--- src/rtl/lbus_seq_pkg.sv ---
package lbus_seq_pkg;
  typedef enum logic [1:0] {
    BW_8   = 2'b00,
    BW_16  = 2'b01,
    BW_32  = 2'b10,
    BW_32X = 2'b11
  } bus_w_e;

  typedef enum logic [1:0] {
    ST_IDLE,
    ST_ADDR,
    ST_DATA,
    ST_RECV
  } phase_e;

  localparam int unsigned LANE_N = 4;
endpackage

--- src/rtl/lbus_seq_ctl.sv ---
module lbus_seq_ctl
  import lbus_seq_pkg::*;
#(
  parameter int unsigned BEAT_W = 4
) (
  input  logic                      clk_i,
  input  logic                      rst_ni,
  input  logic                      req_valid_i,
  input  logic [1:0]                req_addr_lo_i,
  input  logic                      req_write_i,
  input  logic                      req_data_i,
  input  logic [BEAT_W-1:0]         req_beats_i,
  input  logic [LANE_N-1:0]         req_lanes_i,
  input  logic [1:0]                width_i,
  input  logic                      rdy_i,
  output logic                      req_ready_o,
  output phase_e                    phase_o,
  output bus_w_e                    width_o,
  output logic [LANE_N-1:0]         lanes_o,
  output logic [1:0]                addr_lo_o,
  output logic                      dtr_o,
  output logic                      dc_o
);
  phase_e              phase_q;
  bus_w_e              width_q;
  logic [LANE_N-1:0]   lanes_q;
  logic [1:0]          addr_q;
  logic [BEAT_W-1:0]   left_q;
  logic                dtr_q, dc_q;
  logic [1:0]          step;

  always_comb begin
    case (width_q)
      BW_8:    step = 2'd1;
      BW_16:   step = 2'd2;
      default: step = 2'd0;
    endcase
  end

  always_ff @(posedge clk_i or negedge rst_ni) begin
    if (!rst_ni) begin
      phase_q <= ST_IDLE;
      width_q <= BW_32;
      lanes_q <= '0;
      addr_q  <= '0;
      left_q  <= '0;
      dtr_q   <= 1'b0;
      dc_q    <= 1'b0;
    end else begin
      case (phase_q)
        ST_IDLE: if (req_valid_i) begin
          phase_q <= ST_ADDR;
          width_q <= bus_w_e'(width_i);
          lanes_q <= req_lanes_i;
          addr_q  <= req_addr_lo_i;
          left_q  <= (req_beats_i == '0) ? BEAT_W'(1) : req_beats_i;
          dtr_q   <= req_write_i;
          dc_q    <= req_data_i;
        end
        ST_ADDR: phase_q <= ST_DATA;
        ST_DATA: if (rdy_i) begin
          addr_q <= addr_q + step;
          if (left_q == BEAT_W'(1)) phase_q <= ST_RECV;
          else                      left_q  <= left_q - BEAT_W'(1);
        end
        default: phase_q <= ST_IDLE;
      endcase
    end
  end

  assign req_ready_o = (phase_q == ST_IDLE);
  assign phase_o     = phase_q;
  assign width_o     = width_q;
  assign lanes_o     = lanes_q;
  assign addr_lo_o   = addr_q;
  assign dtr_o       = dtr_q;
  assign dc_o        = dc_q;

  // wait state freezes beat count and address bits
  assert_wait_holds_R4: assert property (@(posedge clk_i) disable iff (!rst_ni)
    (phase_q == ST_DATA && !rdy_i) |=> ($stable(addr_q) && $stable(left_q) && phase_q == ST_DATA));

  assert_byte_step_R9: assert property (@(posedge clk_i) disable iff (!rst_ni)
    (phase_q == ST_DATA && rdy_i && width_q == BW_8 && left_q != BEAT_W'(1))
    |=> (addr_q == $past(addr_q) + 2'd1));

  assert_recv_one_cycle_R5: assert property (@(posedge clk_i) disable iff (!rst_ni)
    (phase_q == ST_RECV) |=> (phase_q == ST_IDLE));
endmodule

--- src/rtl/lbus_seq_lanes.sv ---
module lbus_seq_lanes
  import lbus_seq_pkg::*;
(
  input  phase_e              phase_i,
  input  bus_w_e              width_i,
  input  logic [LANE_N-1:0]   lanes_i,
  input  logic [1:0]          addr_lo_i,
  output logic [LANE_N-1:0]   be_no
);
  logic [LANE_N-1:0] be_w32;

  for (genvar g = 0; g < LANE_N; g++) begin : g_lane
    assign be_w32[g] = ~lanes_i[g];
  end

  always_comb begin
    if (phase_i == ST_ADDR || phase_i == ST_DATA) begin
      case (width_i)
        BW_8:    be_no = {2'b11, addr_lo_i};
        BW_16:   be_no = {~lanes_i[1], 1'b1, addr_lo_i[1], ~lanes_i[0]};
        default: be_no = be_w32;
      endcase
    end else begin
      be_no = '1;
    end
  end
endmodule

--- src/rtl/lbus_seq.sv ---
module lbus_seq
  import lbus_seq_pkg::*;
#(
  parameter int unsigned BEAT_W = 4
) (
  input  logic              clk_i,
  input  logic              rst_ni,
  input  logic              req_valid_i,
  output logic              req_ready_o,
  input  logic [1:0]        req_addr_lo_i,
  input  logic              req_write_i,
  input  logic              req_data_i,
  input  logic [BEAT_W-1:0] req_beats_i,
  input  logic [3:0]        req_lanes_i,
  input  logic [1:0]        width_i,
  input  logic              rdy_i,
  output logic [3:0]        be_no,
  output logic              den_no,
  output logic              dtr_o,
  output logic              dc_o
);
  phase_e            phase;
  bus_w_e            width_q;
  logic [LANE_N-1:0] lanes_q;
  logic [1:0]        addr_lo;

  lbus_seq_ctl #(.BEAT_W(BEAT_W)) u_ctl (
    .clk_i, .rst_ni, .req_valid_i, .req_addr_lo_i, .req_write_i, .req_data_i,
    .req_beats_i, .req_lanes_i, .width_i, .rdy_i, .req_ready_o,
    .phase_o(phase), .width_o(width_q), .lanes_o(lanes_q), .addr_lo_o(addr_lo),
    .dtr_o, .dc_o
  );

  lbus_seq_lanes u_lanes (
    .phase_i(phase), .width_i(width_q), .lanes_i(lanes_q),
    .addr_lo_i(addr_lo), .be_no
  );

  assign den_no = (phase != ST_DATA);

  assert_take_to_addr_R2: assert property (@(posedge clk_i) disable iff (!rst_ni)
    (req_valid_i && req_ready_o) |=> (den_no && !req_ready_o));

  assert_den_after_addr_R3: assert property (@(posedge clk_i) disable iff (!rst_ni)
    $fell(den_no) |-> $past(!req_ready_o));

  assert_recv_idle_lanes_R5: assert property (@(posedge clk_i) disable iff (!rst_ni)
    $rose(den_no) |-> (be_no == 4'hF && !req_ready_o));

  assert_dir_steady_R10: assert property (@(posedge clk_i) disable iff (!rst_ni)
    (!den_no && $past(!den_no)) |-> ($stable(dtr_o) && $stable(dc_o)));

  assert_idle_quiet_R1: assert property (@(posedge clk_i) disable iff (!rst_ni)
    req_ready_o |-> (den_no && be_no == 4'hF));
endmodule

--- config.mk ---
export PLATFORM = sky130hd
export DESIGN_NAME = lbus_seq
export DESIGN_NICKNAME = d
export VERILOG_FILES = /design/src/rtl/lbus_seq_pkg.sv /design/src/rtl/lbus_seq_ctl.sv /design/src/rtl/lbus_seq_lanes.sv /design/src/rtl/lbus_seq.sv
export SDC_FILE = /design/constraint.sdc
export NUM_CORES = 1
export LEC_CHECK = 0
export ABC_AREA = 1
export CORE_MARGIN = 3
export CORE_UTILIZATION = 30
export DETAILED_ROUTE_END_ITERATION = 16
export PLACE_DENSITY = 0.6
export SLEW_MARGIN = 20
export SYNTH_ARGS = -nofsm -noshare
export SYNTH_HDL_FRONTEND = slang
export SYNTH_HIERARCHICAL = 1
export SYNTH_SLANG_ARGS = --single-unit
--- constraint.sdc ---
create_clock -name clk_i -period 1.9 [get_ports clk_i]
set_input_delay 0.38 -clock clk_i [delete_from_list [all_inputs] [get_ports clk_i]]
set_output_delay 0.38 -clock clk_i [all_outputs]
set_load 0.005 [all_outputs]
==> results.md <==
* Clk pwr share at 9.7%
* Fmax at 563.6 MHz
* Most common cell after layout, fill and taps aside: nand2_1
* DR vias at 945
* Slew @ Worst Pin at 0.3402 ns
* CTS Buffer Depth at 2
* Synthesized area at 1050 µm²
* Register Area at 402.9 µm²
* Number of synthesis warnings at 6
* Design area at 1461 µm²
* Data arrival time at the worst-slack endpoint at 1.39 ns
* DP Wirelength at 1.756 mm
* H-Tree Level Count at 1
* Sequential fraction of the synthesis area at 38.26%
* DRC viols at 0
* Crit start category: register
* Drt first pass iters at 4
* Count of unique library cells instantiated by Yosys at 19
* Post-Synthesis Cells at 139
* Site Rows at 20
* Outcome: finished, final reports clean
* Tightest Hold Check Type: in2async
* Critical path type: reg2out
* Slew Limit Headroom at 77.32%
* Post-Syn Nets at 164
* I/O Pins at 26
* CTS tree: done
* P_sw at 0.9863 mW
* Clk Tree Root Cell: clkbuf_4
* Port bufs at 25
* Die H at 65.16 µm
* Number of global-route vias before repair at 925
* P&R area growth vs syn at 39.21%
* CTS Buf Count at 3
* Req. time, crit path at 1.52 ns
* Slew Viols, Final at 0
* Setup TNS at 0 ns
* Routability congestion estimate from global placement at 0.8189
* RSZ-0062 raised after global routing: no
* Maximum VDD drop at 0.7833 mV
* Largest net degree at the start of global routing at 17
* Placed inst area at 1363 µm²
* First DRT Iteration DRCs at 27
* Worst-skew pair later-pin latency at 0.28 ns
* Most frequent cells in the layout: nand2_1 (39), clkdlybuf4s50_1 (20), inv_1 (19)
* Area of the core at 3203 µm²
* Initial antenna violation count at 0
* CTS Hold Bufs at 0
* Setup Skew at 0.008326 ns
* Leakage at 0.7599 nW
* WHS at 0.3997 ns
* Multi-input logic area at 569.3 µm²
* DIE AREA at 4245 µm²
* Crit end category: primary output
* Ant diodes at 0
* Grt ovf at 0
* Sequential Power Share at 29.0%
* Final wirelength at 2.241 mm
* Cell internal pwr at 1.317 mW
* Crit path time final at 1.774 ns
* Layout cells sized above 1 at 22.86%
* Initial core utilization at 32.77%
* Worst-path maximum fanout at 4
* PwrDens at 1576 nW/µm²
* Final Hold Fails at 0
* Final Setup Violations at 0
* Number of routed nets with antenna violations at 0
* Final #Nets at 201
* Syn avg cell area at 7.552 µm²
* Logic pwr share at 61.3%
* Final Cycle Share at 93.38%
* Tot GR Track Use at 11.68%
* Avg Vias per Cell at 4.315
* First-pass GRT wire length at 3.912 mm
* Clk sink count at 16
* Filler cell count at 347
* Clock transition at path regs at 0.10 ns
* Die X at 65.16 µm
* Sw frac at 42.82%
* DR WL/cell at 10.23 µm
* Max-cap violations at 0
* Yosys reg bits at 16
power groups by stage:
stage          logic (mW)  registers, mW  clock network (mW)
6_report             1.41          0.669               0.222
4_1_cts              1.37          0.673               0.236
5_1_grt              1.62          0.698               0.254
2_1_floorplan       0.915          0.650                   0
3_3_place_gp         1.30          0.677                   0
3_5_place_dp         1.33          0.680                   0
worst max-delay path, cell delays in order, from the launching register on:
cell	delay (ns)
dfrtp_1	0.40
buf_4	0.13
inv_1	0.03
nand2_1	0.05
clkdlybuf4s50_1	0.50
kinds of logic after synthesis:
logic type	Yosys count	synth area share [%]
compound gates	11	5.601
flops	16	38.26
mux	6	6.436
simple gates	74	32.42
buf+inv	25	8.939
fa+ha+maj	7	8.343
synthesized netlist by cell type:
| library cell | n | area share [%] |
|---|---|---|
| o21ai_0 | 7 | 3.3 |
| a21oi_2 | 1 | 0.83 |
| nand2_1 | 40 | 14 |
| nor2_4 | 1 | 1.1 |
| nand2_4 | 1 | 1.1 |
| nand3_2 | 2 | 1.9 |
| or2_2 | 2 | 1.2 |
| nand2_2 | 5 | 3.0 |
| nand3_1 | 12 | 5.7 |
| inv_1 | 21 | 7.5 |
| nor2_2 | 1 | 0.60 |
| dfstp_2 | 1 | 2.5 |
| dfrtp_1 | 15 | 36 |
| o21ai_1 | 1 | 0.48 |
| inv_2 | 4 | 1.4 |
| nor2_1 | 10 | 3.6 |
| a21oi_1 | 2 | 0.95 |
| ha_1 | 7 | 8.3 |
| mux2_2 | 6 | 6.4 |
sequential cells by signal, indices dropped and copies added, names as in the netlist:
name,flops
u_ctl/lanes_o,4
u_ctl/dtr_o,1
u_ctl/addr_lo_o,2
u_ctl/left_q,4
u_ctl/phase_o,2
u_ctl/width_o,2
u_ctl/dc_o,1
layer usage:
metal / global-route usage [%] / vias up / wire length (µm)
met5: 0 / - / 0
met4: 2.332 / 0 / 15
met3: 3.932 / 2 / 80
met2: 19.28 / 11 / 1099
met1: 14.91 / 426 / 1046
li1: - / 506 / -
through the flow:
stage	setup WS, ns	cells	utilization [%]	total power, mW
after floorplan	0.4817	139	-	1.565
after global placement	0.2516	209	42.54	1.979
after detailed placement	0.2069	209	42.54	2.008
after CTS	0.006421	215	44.53	2.281
after global routing	0.04725	219	45.63	2.575
final	0.1257	219	45.63	2.303
area by class of cell:
cell class                      count  area share [%]
Tap cell                           44           3.767
Clock buffer                        4           2.483
Inverter                           25           6.421
Timing Repair Buffer               32           20.80
Multi-Input combinational cell     98           38.96
Sequential cell                    16           27.57
worst paths after layout:
kind                             startpoint            endpoint  slack, ns  depth (start not counted)
min                                  rst_ni  u_ctl/addr_lo_o[0]       0.40                          2
min reg2reg                u_ctl/lanes_o[0]    u_ctl/lanes_o[0]       0.52                          1
min in group clk_i         u_ctl/lanes_o[0]    u_ctl/lanes_o[0]       0.52                          1
max in group asynchronous            rst_ni    u_ctl/width_o[1]       1.25                          2
max reg2reg                u_ctl/phase_o[0]  u_ctl/addr_lo_o[1]       0.20                         11
max                        u_ctl/phase_o[0]              den_no       0.13                          4
what timing repair did:
| action | in CTS | in global routing |
|---|---|---|
| pin swaps | 1 | 0 |
| resized for setup | 9 | 2 |
| endpoints found under the setup margin | 5 | 3 |
| setup buffers | 2 | 4 |
| hold endpoints to repair | 0 | 0 |
No activity file was read; power rests on OpenSTA's default activity.
